==> src/rtl/kp_pkg.sv <==
package kp_pkg;
  localparam int unsigned KP_COLS = 4;
  localparam int unsigned KP_ROWS = 4;
  localparam int unsigned KP_KEYS = KP_COLS * KP_ROWS;

  typedef enum logic [1:0] {
    REG_KEYS_LO = 2'd0,
    REG_KEYS_HI = 2'd1,
    REG_STATUS  = 2'd2,
    REG_DWELL   = 2'd3
  } kp_reg_e;

  localparam int unsigned ST_PEND_BIT = 0;
  localparam int unsigned ST_EN_BIT   = 1;
endpackage

==> src/rtl/kp_scan_seq.sv <==
module kp_scan_seq #(
  parameter int unsigned PRESCALE = 4,
  parameter int unsigned DWELL_W  = 8,
  parameter int unsigned COLS     = 4
) (
  input  logic                       clk_i,
  input  logic                       rst_ni,
  input  logic                       sleep_i,
  input  logic [DWELL_W-1:0]         dwell_i,
  output logic [$clog2(COLS)-1:0]    col_idx_o,
  output logic [COLS-1:0]            col_o,
  output logic                       sample_o
);
  localparam int unsigned PS_W = (PRESCALE > 1) ? $clog2(PRESCALE) : 1;
  localparam int unsigned CI_W = $clog2(COLS);

  logic [PS_W-1:0]    ps_q;
  logic [DWELL_W-1:0] dw_q;
  logic [CI_W-1:0]    idx_q;
  logic [DWELL_W-1:0] dwell_eff;
  logic               tick, last;

  assign dwell_eff = (dwell_i == '0) ? DWELL_W'(1) : dwell_i;
  assign tick      = (ps_q == PS_W'(PRESCALE - 1));
  // >= so that shrinking the dwell mid-column cannot stall the scan
  assign last      = tick && (dw_q >= dwell_eff - DWELL_W'(1));
  assign sample_o  = last && !sleep_i;
  assign col_idx_o = idx_q;

  always_ff @(posedge clk_i or negedge rst_ni) begin
    if (!rst_ni) begin
      ps_q  <= '0;
      dw_q  <= '0;
      idx_q <= '0;
    end else if (sleep_i) begin
      ps_q <= '0;
      dw_q <= '0;
    end else begin
      ps_q <= tick ? '0 : ps_q + PS_W'(1);
      if (tick) dw_q <= last ? '0 : dw_q + DWELL_W'(1);
      if (last) idx_q <= (idx_q == CI_W'(COLS - 1)) ? '0 : idx_q + CI_W'(1);
    end
  end

  for (genvar c = 0; c < COLS; c++) begin : g_col
    assign col_o[c] = !(sleep_i || (idx_q == CI_W'(c)));
  end
endmodule

==> src/rtl/kp_debounce.sv <==
module kp_debounce #(
  parameter int unsigned SAMPLES = 3
) (
  input  logic clk_i,
  input  logic rst_ni,
  input  logic sample_i,
  input  logic raw_i,
  output logic state_o,
  output logic rise_o
);
  localparam int unsigned CW = (SAMPLES > 1) ? $clog2(SAMPLES) : 1;

  logic          state_q;
  logic [CW-1:0] cnt_q;
  logic          flip;

  assign flip    = sample_i && (raw_i != state_q) && (cnt_q == CW'(SAMPLES - 1));
  assign rise_o  = flip && raw_i;
  assign state_o = state_q;

  always_ff @(posedge clk_i or negedge rst_ni) begin
    if (!rst_ni) begin
      state_q <= 1'b0;
      cnt_q   <= '0;
    end else if (sample_i) begin
      if (raw_i == state_q) begin
        cnt_q <= '0;
      end else if (flip) begin
        state_q <= raw_i;
        cnt_q   <= '0;
      end else begin
        cnt_q <= cnt_q + CW'(1);
      end
    end
  end
endmodule

==> src/rtl/kp_regs.sv <==
module kp_regs
  import kp_pkg::*;
#(
  parameter int unsigned DWELL_W     = 8,
  parameter int unsigned DWELL_RESET = 2
) (
  input  logic               clk_i,
  input  logic               rst_ni,
  input  logic               rd_en_i,
  input  logic               wr_en_i,
  input  logic [1:0]         addr_i,
  input  logic [7:0]         wdata_i,
  output logic [7:0]         rdata_o,
  input  logic [KP_KEYS-1:0] keys_i,
  input  logic               press_i,
  input  logic               sleep_i,
  input  logic [KP_ROWS-1:0] row_raw_i,
  output logic [DWELL_W-1:0] dwell_o,
  output logic               pend_o,
  output logic               irq_o
);
  logic               pend_q, en_q;
  logic [DWELL_W-1:0] dwell_q;
  logic               st_rd;

  assign st_rd   = rd_en_i && (kp_reg_e'(addr_i) == REG_STATUS);
  assign dwell_o = dwell_q;
  assign pend_o  = pend_q;
  // wake path: raw rows, no clock required
  assign irq_o   = en_q && (pend_q || (sleep_i && !(&row_raw_i)));

  always_comb begin
    rdata_o = '0;
    case (kp_reg_e'(addr_i))
      REG_KEYS_LO: rdata_o = keys_i[7:0];
      REG_KEYS_HI: rdata_o = keys_i[15:8];
      REG_STATUS: begin
        rdata_o[ST_PEND_BIT] = pend_q;
        rdata_o[ST_EN_BIT]   = en_q;
      end
      REG_DWELL:   rdata_o = 8'(dwell_q);
      default:     rdata_o = '0;
    endcase
  end

  always_ff @(posedge clk_i or negedge rst_ni) begin
    if (!rst_ni) begin
      pend_q  <= 1'b0;
      en_q    <= 1'b0;
      dwell_q <= DWELL_W'(DWELL_RESET);
    end else begin
      if (press_i)    pend_q <= 1'b1;
      else if (st_rd) pend_q <= 1'b0;
      if (wr_en_i && kp_reg_e'(addr_i) == REG_STATUS) en_q <= wdata_i[ST_EN_BIT];
      if (wr_en_i && kp_reg_e'(addr_i) == REG_DWELL)  dwell_q <= DWELL_W'(wdata_i);
    end
  end
endmodule

==> src/rtl/kp_scanner.sv <==
module kp_scanner
  import kp_pkg::*;
#(
  parameter int unsigned PRESCALE    = 4,
  parameter int unsigned DWELL_W     = 8,
  parameter int unsigned DWELL_RESET = 2,
  parameter int unsigned DB_SAMPLES  = 3
) (
  input  logic       clk_i,
  input  logic       rst_ni,
  input  logic [3:0] row_i,
  output logic [3:0] col_o,
  input  logic       sleep_i,
  input  logic       rd_en_i,
  input  logic       wr_en_i,
  input  logic [1:0] addr_i,
  input  logic [7:0] wdata_i,
  output logic [7:0] rdata_o,
  output logic       irq_o
);
  localparam int unsigned CI_W = $clog2(KP_COLS);

  logic [KP_ROWS-1:0] row_s1_q, row_s2_q;
  logic [CI_W-1:0]    col_idx;
  logic               sample;
  logic [DWELL_W-1:0] dwell;
  logic [KP_KEYS-1:0] key_state, key_rise;
  logic               pend;

  always_ff @(posedge clk_i or negedge rst_ni) begin
    if (!rst_ni) begin
      row_s1_q <= '1;
      row_s2_q <= '1;
    end else begin
      row_s1_q <= row_i;
      row_s2_q <= row_s1_q;
    end
  end

  kp_scan_seq #(
    .PRESCALE(PRESCALE), .DWELL_W(DWELL_W), .COLS(KP_COLS)
  ) i_seq (
    .clk_i(clk_i), .rst_ni(rst_ni), .sleep_i(sleep_i), .dwell_i(dwell),
    .col_idx_o(col_idx), .col_o(col_o), .sample_o(sample)
  );

  for (genvar c = 0; c < KP_COLS; c++) begin : g_c
    for (genvar r = 0; r < KP_ROWS; r++) begin : g_r
      kp_debounce #(.SAMPLES(DB_SAMPLES)) i_db (
        .clk_i(clk_i), .rst_ni(rst_ni),
        .sample_i(sample && (col_idx == CI_W'(c))),
        .raw_i(!row_s2_q[r]),
        .state_o(key_state[c*KP_ROWS+r]),
        .rise_o(key_rise[c*KP_ROWS+r])
      );
    end
  end

  kp_regs #(.DWELL_W(DWELL_W), .DWELL_RESET(DWELL_RESET)) i_regs (
    .clk_i(clk_i), .rst_ni(rst_ni), .rd_en_i(rd_en_i), .wr_en_i(wr_en_i),
    .addr_i(addr_i), .wdata_i(wdata_i), .rdata_o(rdata_o),
    .keys_i(key_state), .press_i(|key_rise), .sleep_i(sleep_i),
    .row_raw_i(row_i), .dwell_o(dwell), .pend_o(pend), .irq_o(irq_o)
  );
endmodule

==> config.mk <==
export PLATFORM = sky130hd
export DESIGN_NAME = kp_scanner
export DESIGN_NICKNAME = d
export VERILOG_FILES = /design/src/rtl/kp_pkg.sv /design/src/rtl/kp_scan_seq.sv /design/src/rtl/kp_debounce.sv /design/src/rtl/kp_regs.sv /design/src/rtl/kp_scanner.sv
export SDC_FILE = /design/constraint.sdc
export NUM_CORES = 1
export LEC_CHECK = 0
export ABC_AREA = 1
export BUFFER_PORTS_ARGS = -buffer_cell sky130_fd_sc_hd__buf_2
export CAP_MARGIN = 40
export CORE_UTILIZATION = 55
export CTS_BUF_LIST = sky130_fd_sc_hd__clkbuf_4
export CTS_CLUSTER_SIZE = 16
export DETAILED_ROUTE_END_ITERATION = 8
export PLACE_DENSITY = 0.78
export REMOVE_ABC_BUFFERS = 1
export SETUP_SLACK_MARGIN = 0.4
export SLEW_MARGIN = 30
export SYNTH_ARGS = -nofsm -noshare
export SYNTH_HDL_FRONTEND = slang
export SYNTH_SLANG_ARGS = --single-unit
==> constraint.sdc <==
create_clock -name clk_i -period 3.2 [get_ports clk_i]
set_input_delay 0.64 -clock clk_i [delete_from_list [all_inputs] [get_ports clk_i]]
set_output_delay 0.64 -clock clk_i [all_outputs]
set_load 0.01 [all_outputs]
==> impl_metrics.csv, run 1 <==
group,metric,value,unit
grt,gr-usage-all-layers,25.26,%
critical_path,critPathLaunchType,"register",
cells_and_area,layout.filler_cells,583,
placement,post-dp-hpwl,6.732,mm
placement,placed_area,0.004462,mm2
timing,hold_viol,0,
timing,fin_crit_sh,94.21,%
synth,synth.distinct_cells,32,
floorplan,overall_die_area,0.007969,mm2
pwr,maximum_resistive_drop_on_vdd,0.0002262,V
timing,rsz0062_at_grt,"true",
clock_tree,cts.path.max_buffers,2,
clock_tree,clock_tree.htree_level_count,3,
status,result_of_the_run,"finished, final reports clean",
timing,setup_viol,0,
floorplan,design.portCount,32,
synth,synthCells,490,
placement,io_buffer_count,31,
routing,routed_wire_length_per_instance,14.81,um
clock_tree,tritoncts,"yes",
grt,grt_pass1_wl,14.99,mm
floorplan,design.core.area,0.007292,mm2
cells_and_area,antenna_cells,0,
synth,mappedNetlistArea,0.004189,mm2
clock_tree,post_cts_hold_buffer_count,0,
critical_path,worstSetupEndpointType,"register",
cells_and_area,area_growth,19.53,%
critical_path,critical-path-max-stage-delay,0.40,ns
routing,total_number_of_vias,3548,
timing,max_slew_margin,58.94,%
clock_tree,clock_tree.root_cell,"clkbuf_4",
routing,drtAntennaViolNets,0,
critical_path,crit_path_cell_trace,"nor2_1 > inv_2 > nor3_4 > a21oi_4 > nand2_2 > nor2_1 > xnor2_1 > ha_1 > a21oi_2 > o21a_2 > nand2_4 > nand3_4 > nor2_4 > nand3_2 > nand2_1 > nor2_1 > nand2_1 > nor2_2 > nand2_1",
placement,finalWeightedCongestion,0.8459,
critical_path,required,3.54,ns
synth,postSynthAreaPerCell,8.549,um2
timing,finClkSkew,0.03630,ns
synth,synthesis.yosys.warnings,0,
grt,grt_pass1_vias,3255,
cells_and_area,drive_above_1_share,26.67,%
cells_and_area,area_of_all_placed_cells_without_fillers,0.005007,mm2
routing,detail_route.vias_per_cell,5.425,
grt,antenna_found_initial,0,
synth,synth.ff_latch_count,78,
timing,max_slew_violations,0,
grt,globalRoute.totalOverflow,0,
timing,max_clock_freq,0.3317,GHz
synth,synth.yosys.seq_area_share,46.86,%
pwr,power_leakage,2.450,nW
timing,finalCriticalPeriod,3.015,ns
floorplan,die_height,89.27,um
clock_tree,clk_pin_slew_worst_paths,0.15,ns
floorplan,die_x,89.27,um
timing,tns,0,ns
floorplan,initial_utilization,57.45,%
routing,drc,0,
clock_tree,cts_sinks,78,
cells_and_area,final_net_count,584,
routing,drt_wl_total,9.688,mm
critical_path,worstSetupPathType,"register to register",
timing,max_slew.worst_pin.slew,0.6136,ns
grt,maximum_number_of_pins_on_one_net_before_global_route_repair,46,
critical_path,critical_path_peak_fanout,5,
floorplan,std_cell_rows,31,
pwr,power-per-cell-area,406.2,mW/mm2
clock_tree,clk_latency_worst_skew_pair,0.45,ns
critical_path,crit_slowest_cell,"dfrtp_1",
worst_hold_path,worst_hold_path_type,"input pin to async pin",
critical_path,crit_arrival,3.35,ns
flow_run,drv.max_cap_violation_count,0,
routing,detail_route.iter0.violations,259,
routing,first_pass_iters,4,
clock_tree,numCtsBuffers,9,
-- sequential cells by signal, indices dropped and copies added, names as in the netlist --
register and count:
g_c.g_r.i_db.cnt_q 32, g_c.g_r.i_db.state_o 16, i_regs.dwell_o 8, i_regs.en_q 1, i_regs.pend_o 1, i_seq.col_idx_o 2
i_seq.dw_q 8, i_seq.ps_q 2, row_s1_q 4, row_s2_q 4
-- cell usage in the layout (no fill, tap or decap), drive strengths merged --
master,n
xnor2,19
o22ai,12
mux2,5
xor2,8
dfrtp,69
inv,86
ha,15
a21oi,24
clkinv,1
nand3,35
clkinvlp,4
nor2,50
nand4,8
o211ai,2
bufinv,1
o31ai,2
o41ai,1
nand2,96
dfstp,9
o21a,1
o21ai,29
o2111ai,1
buf,55
clkbuf,10
nor3,8
nor4,4
-- cell families (layout without fill, tap and decap cells) --
kind of cell / after synthesis / count (layout) / synth area share (%)
adder cells (fa/ha/maj): 15 / 15 / 4.480
AO/OA/AOI/OAI: 72 / 72 / 9.468
multiplexers: 5 / 5 / 1.344
flip-flops: 78 / 78 / 46.86
AND/OR/NAND/NOR: 201 / 201 / 23.63
buffers and inverters: 92 / 157 / 8.572
XOR/XNOR: 27 / 27 / 5.645
-- area by class of cell --
| type | count | area (um2) | share of cell area (%) |
|---|---|---|---|
| inverter | 86 | 326.6 | 6.522 |
| timing repair buffer | 55 | 376.6 | 7.521 |
| sequential | 78 | 1964 | 39.23 |
| tap | 99 | 123.9 | 2.474 |
| multi-input combinational | 320 | 2071 | 41.35 |
| clock inverter | 6 | 70.07 | 1.399 |
| clock buffer | 10 | 75.07 | 1.499 |
-- what timing repair did --
item	in CTS	in global routing
setup endpoints to repair	47	50
pin swaps	11	26
buffers inserted	10	13
resized for setup	15	43
-- critical path: cells and delay by family (launching register included) --
family	cells	cell delay, ns
compound gates	3	0.45
xor+xnor	1	0.21
fa+ha+maj	1	0.29
buf+inv	1	0.07
flops	1	0.40
simple gates	13	1.49
-- synth_stat cells --
cell type	count	area share, %
o41ai_1	1	0.21
inv_1	84	7.5
nor2_4	7	1.9
o31ai_1	2	0.36
inv_2	2	0.18
nor4_1	4	0.60
mux2_2	5	1.3
nor3_1	8	0.96
nand4_1	8	1.2
o211ai_1	2	0.36
xnor2_1	19	4.0
dfrtp_1	69	41
nand3_1	29	3.5
a21oi_1	24	2.9
buf_2	5	0.60
o21a_2	1	0.21
nand2_4	1	0.27
nor2_1	37	3.3
ha_1	15	4.5
o21ai_0	20	2.4
o21ai_1	9	1.1
nand3_4	4	1.7
nand3_2	2	0.48
xor2_1	8	1.7
nand2_2	1	0.15
o22ai_1	12	1.8
dfstp_2	9	5.6
nand2_1	94	8.4
buf_6	1	0.27
nor2_2	5	0.75
nor2_8	1	0.48
o2111ai_1	1	0.21
-- power breakdown --
part | leakage (nW) | total, mW | switching (mW) | internal (mW)
clock network | 0.0692 | 0.620 | 0.370 | 0.250
registers | 0.901 | 1.08 | 0.0451 | 1.03
logic | 1.48 | 0.338 | 0.201 | 0.137
-- layer usage --
layer	GRT usage (%)	vias up	routed length [um]
li1	-	1695	-
met1	33.35	1709	4176
met2	40.11	125	4708
met3	5.448	19	593
met4	11.40	0	210
met5	0	-	0
-- path summary, 6_finish.rpt --
check | from | slack, ns | cells after the start | end
max reg2reg | i_regs.dwell_o[3] | 0.19 | 19 | i_regs.pend_o
max in group asynchronous | rst_ni | 2.44 | 2 | i_regs.dwell_o[1]
max | i_regs.dwell_o[3] | 0.19 | 19 | i_regs.pend_o
min in group clk_i | row_i[1] | 0.29 | 1 | row_s1_q[1]
min reg2reg | row_s1_q[0] | 0.37 | 0 | row_s2_q[0]
min | rst_ni | 0.10 | 1 | g_c[0].g_r[3].i_db.cnt_q[1]
-- stage by stage --
stage	hold WS (ns)	util [%]	power [mW]	worst slack, ns	std cells
2_1_floorplan	0.3444	-	1.259	0.5174	484
6_report	0.1020	68.67	2.034	0.1852	654
4_1_cts	0.1147	65.01	2.005	0.3381	641
5_1_grt	0.1208	68.67	2.130	0.01019	654
3_3_place_gp	0.3461	60.81	1.355	0.2491	614
3_5_place_dp	0.3475	61.19	1.368	0.1183	615
(Power assumes the default switching activity.)
==> run 2: changes to the inputs <==
--- a/config.mk
+++ b/config.mk
@@ -8,6 +8,7 @@
 export ABC_AREA = 1
 export BUFFER_PORTS_ARGS = -buffer_cell sky130_fd_sc_hd__buf_2
 export CAP_MARGIN = 40
+export CORE_ASPECT_RATIO = 1.4
 export CORE_UTILIZATION = 55
 export CTS_BUF_LIST = sky130_fd_sc_hd__clkbuf_4
 export CTS_CLUSTER_SIZE = 16
==> run 2 against run 1 <==
  * Register-to-register slack improved by 0.08 ns
  * Global-route usage rose by 0.42 points
  * Hold slack improved by 0.070 ns
  * Die area barely moved
  * Final area rose by 1.2%
  * Worst setup slack improved by 0.077 ns
  * Largest cell class unchanged
==> impl_metrics.csv, run 2 (synthesized netlist as in run 1, its figures left out) <==
group,metric,value,unit
cells_and_area,final_net_count,585,
routing,drt_wl_total,10.17,mm
critical_path,worstSetupEndpointType,"register",
timing,tns,0,ns
pwr,maximum_resistive_drop_on_vdd,0.0003499,V
placement,post-place-ws,0.1390,ns
timing,max_clock_freq,0.3404,GHz
routing,dr_wl_met3,492,um
floorplan,initial_utilization,56.91,%
cells_and_area,layout.cells.most_common_list,"nand2_1 (83), inv_1 (82), dfrtp_1 (68)",
cells_and_area,max_flop_register,"g_c.g_r.i_db.cnt_q",
critical_path,crit-reg2reg-launch,"i_regs.dwell_o[1]",
critical_path,crit_path_cell_trace,"nor3_2 > a21oi_2 > ha_2 > nand2_2 > xor2_1 > inv_1 > ha_4 > nand2_2 > o21a_4 > nand2_8 > nand3_4 > nor2_4 > nand3_2 > nand2_1 > nor2_1 > nand2_1 > nor2_2 > nand2_1",
pwr,power-per-cell-area,443.6,mW/mm2
routing,routed_wire_length_per_instance,15.57,um
pwr,power_leakage,2.495,nW
clock_tree,clock_tree.htree_level_count,3,
placement,numPlacedInstances,614,
critical_path,critPathLaunchType,"register",
critical_path,crit_arrival,3.31,ns
timing,setup_slack,0.2620,ns
timing,fin_crit_sh,91.81,%
routing,total_number_of_vias,3585,
cells_and_area,final_std_cells_w_o_fill,653,
floorplan,design.portCount,32,
timing,finClkSkew,0.01660,ns
grt,gr-usage-all-layers,25.67,%
placement,finalWeightedCongestion,0.8968,
grt,maximum_number_of_pins_on_one_net_before_global_route_repair,41,
timing,finalCriticalPeriod,2.938,ns
timing,max_slew_violations,0,
critical_path,crit_slowest_cell,"dfstp_2",
cells_and_area,antenna_cells,0,
cells_and_area,mostFrequentLayoutCell,"nand2_1",
cells_and_area,area_growth,20.94,%
critical_path,worstRegToRegCells,18,
routing,detail_route.vias_per_cell,5.490,
cells_and_area,finish.utilization,68.83,%
routing,first_pass_iters,4,
grt,grt_pass1_wl,15.21,mm
timing,setup_viol,0,
critical_path,required,3.57,ns
pwr,total_power,2.247,mW
status,result_of_the_run,"finished, final reports clean",
timing,rsz0062_at_grt,"true",
clock_tree,numCtsBuffers,9,
placement,io_buffer_count,31,
critical_path,critical_path_peak_fanout,6,
routing,drc,0,
clock_tree,clk_pin_slew_worst_paths,0.12,ns
placement,post-dp-hpwl,6.819,mm
clock_tree,clk_latency_worst_skew_pair,0.43,ns
clock_tree,tritoncts,"yes",
timing,max_slew.worst_pin.slew,0.5582,ns
floorplan,std_cell_rows,37,
routing,maxUsedRoutingLayer,"met4",
routing,drtAntennaViolNets,0,
clock_tree,cts_sinks,78,
grt,antenna_found_initial,0,
timing,max_slew_margin,62.65,%
worst_hold_path,worst_hold_path_type,"input pin to async pin",
timing,hold_viol,0,
floorplan,overall_die_area,0.007975,mm2
routing,met2RoutedLength,5.202,mm
grt,grt_pass1_vias,3356,
cells_and_area,drive_above_1_share,27.34,%
grt,globalRoute.totalOverflow,0,
critical_path,worst_r2r_endpoint,"i_regs.pend_o",
routing,detail_route.iter0.violations,299,
flow_run,drv.max_cap_violation_count,0,
floorplan,die_x,75.76,um
critical_path,worstSetupPathType,"register to register",
critical_path,critical-path-max-stage-delay,0.59,ns
floorplan,design.core.area,0.007361,mm2
critical_path,crit_top_cell,"nand2_1",
clock_tree,clock_tree.root_cell,"clkbuf_4",
clock_tree,post_cts_hold_buffer_count,0,
cells_and_area,largest_register_ffs,32,
floorplan,die_height,105.3,um
clock_tree,cts.path.max_buffers,2,
placement,placed_area,0.004459,mm2
cells_and_area,area_of_all_placed_cells_without_fillers,0.005066,mm2
routing,m1WireLength,4.053,mm
critical_path,r2r_slack,0.26,ns
timing,fin_worst_hold_slack,0.1724,ns
==> run 2: changes by cell type in the layout (fill, tap and decap cells not counted), moves of 3 or more <==
cell / before / now
nor2_2: 1 / 8
nor2_1: 34 / 30
a21oi_1: 17 / 20
buf_4: 19 / 22
bufinv_16: 1 / 4
nor2_4: 14 / 11
==> run 2: what timing repair did <==
action | 4_1_cts | 5_1_grt
setup buffers | 9 | 14
pin swaps | 9 | 38
endpoints found under the setup margin | 49 | 49
resized for setup | 6 | 53
gates cloned | 0 | 0
==> run 2: worst max path at each step <==
stage	from	endpoint	slack (ns)	cells after the start
after floorplan	i_regs.dwell_o[3]	i_regs.pend_o	0.52	20
after detailed placement	i_regs.dwell_o[3]	i_regs.pend_o	0.14	20
final	i_regs.dwell_o[1]	i_regs.pend_o	0.26	18
after global placement	i_regs.dwell_o[3]	i_regs.pend_o	0.28	20
after CTS	i_regs.dwell_o[4]	i_regs.pend_o	0.37	20
after global routing	i_regs.dwell_o[1]	i_regs.pend_o	0.11	19
==> run 2: worst max-delay path: cells and delay by family, from the launching register on <==
kind | cells | cell delay [ns]
buffers and inverters | 1 | 0.10
XOR/XNOR | 1 | 0.16
adder cells (fa/ha/maj) | 2 | 0.55
AND/OR/NAND/NOR | 12 | 1.03
AO/OA/AOI/OAI | 2 | 0.46
flip-flops | 1 | 0.59
==> run 2: layer usage <==
layer | GRT usage (%) | up-vias
li1 | - | 1706
met1 | 32.40 | 1711
met2 | 40.20 | 127
met3 | 5.545 | 41
met4 | 13.76 | 0
met5 | 0 | -
==> run 2: final cells by class <==
class	count	area, um2
clock buffers	9	67.56
well taps	97	121.4
repair buffers	56	369.1
fillers	537	2295
flip-flops and latches	78	1964
clock inverters	7	136.4
inverters	86	326.6
multi-input cells	320	2081
==> run 2: report_power, final <==
part / internal, mW / switching (mW) / leakage, nW
registers: 1.03 / 0.0469 / 0.901
clock network: 0.470 / 0.348 / 0.104
logic: 0.139 / 0.212 / 1.49
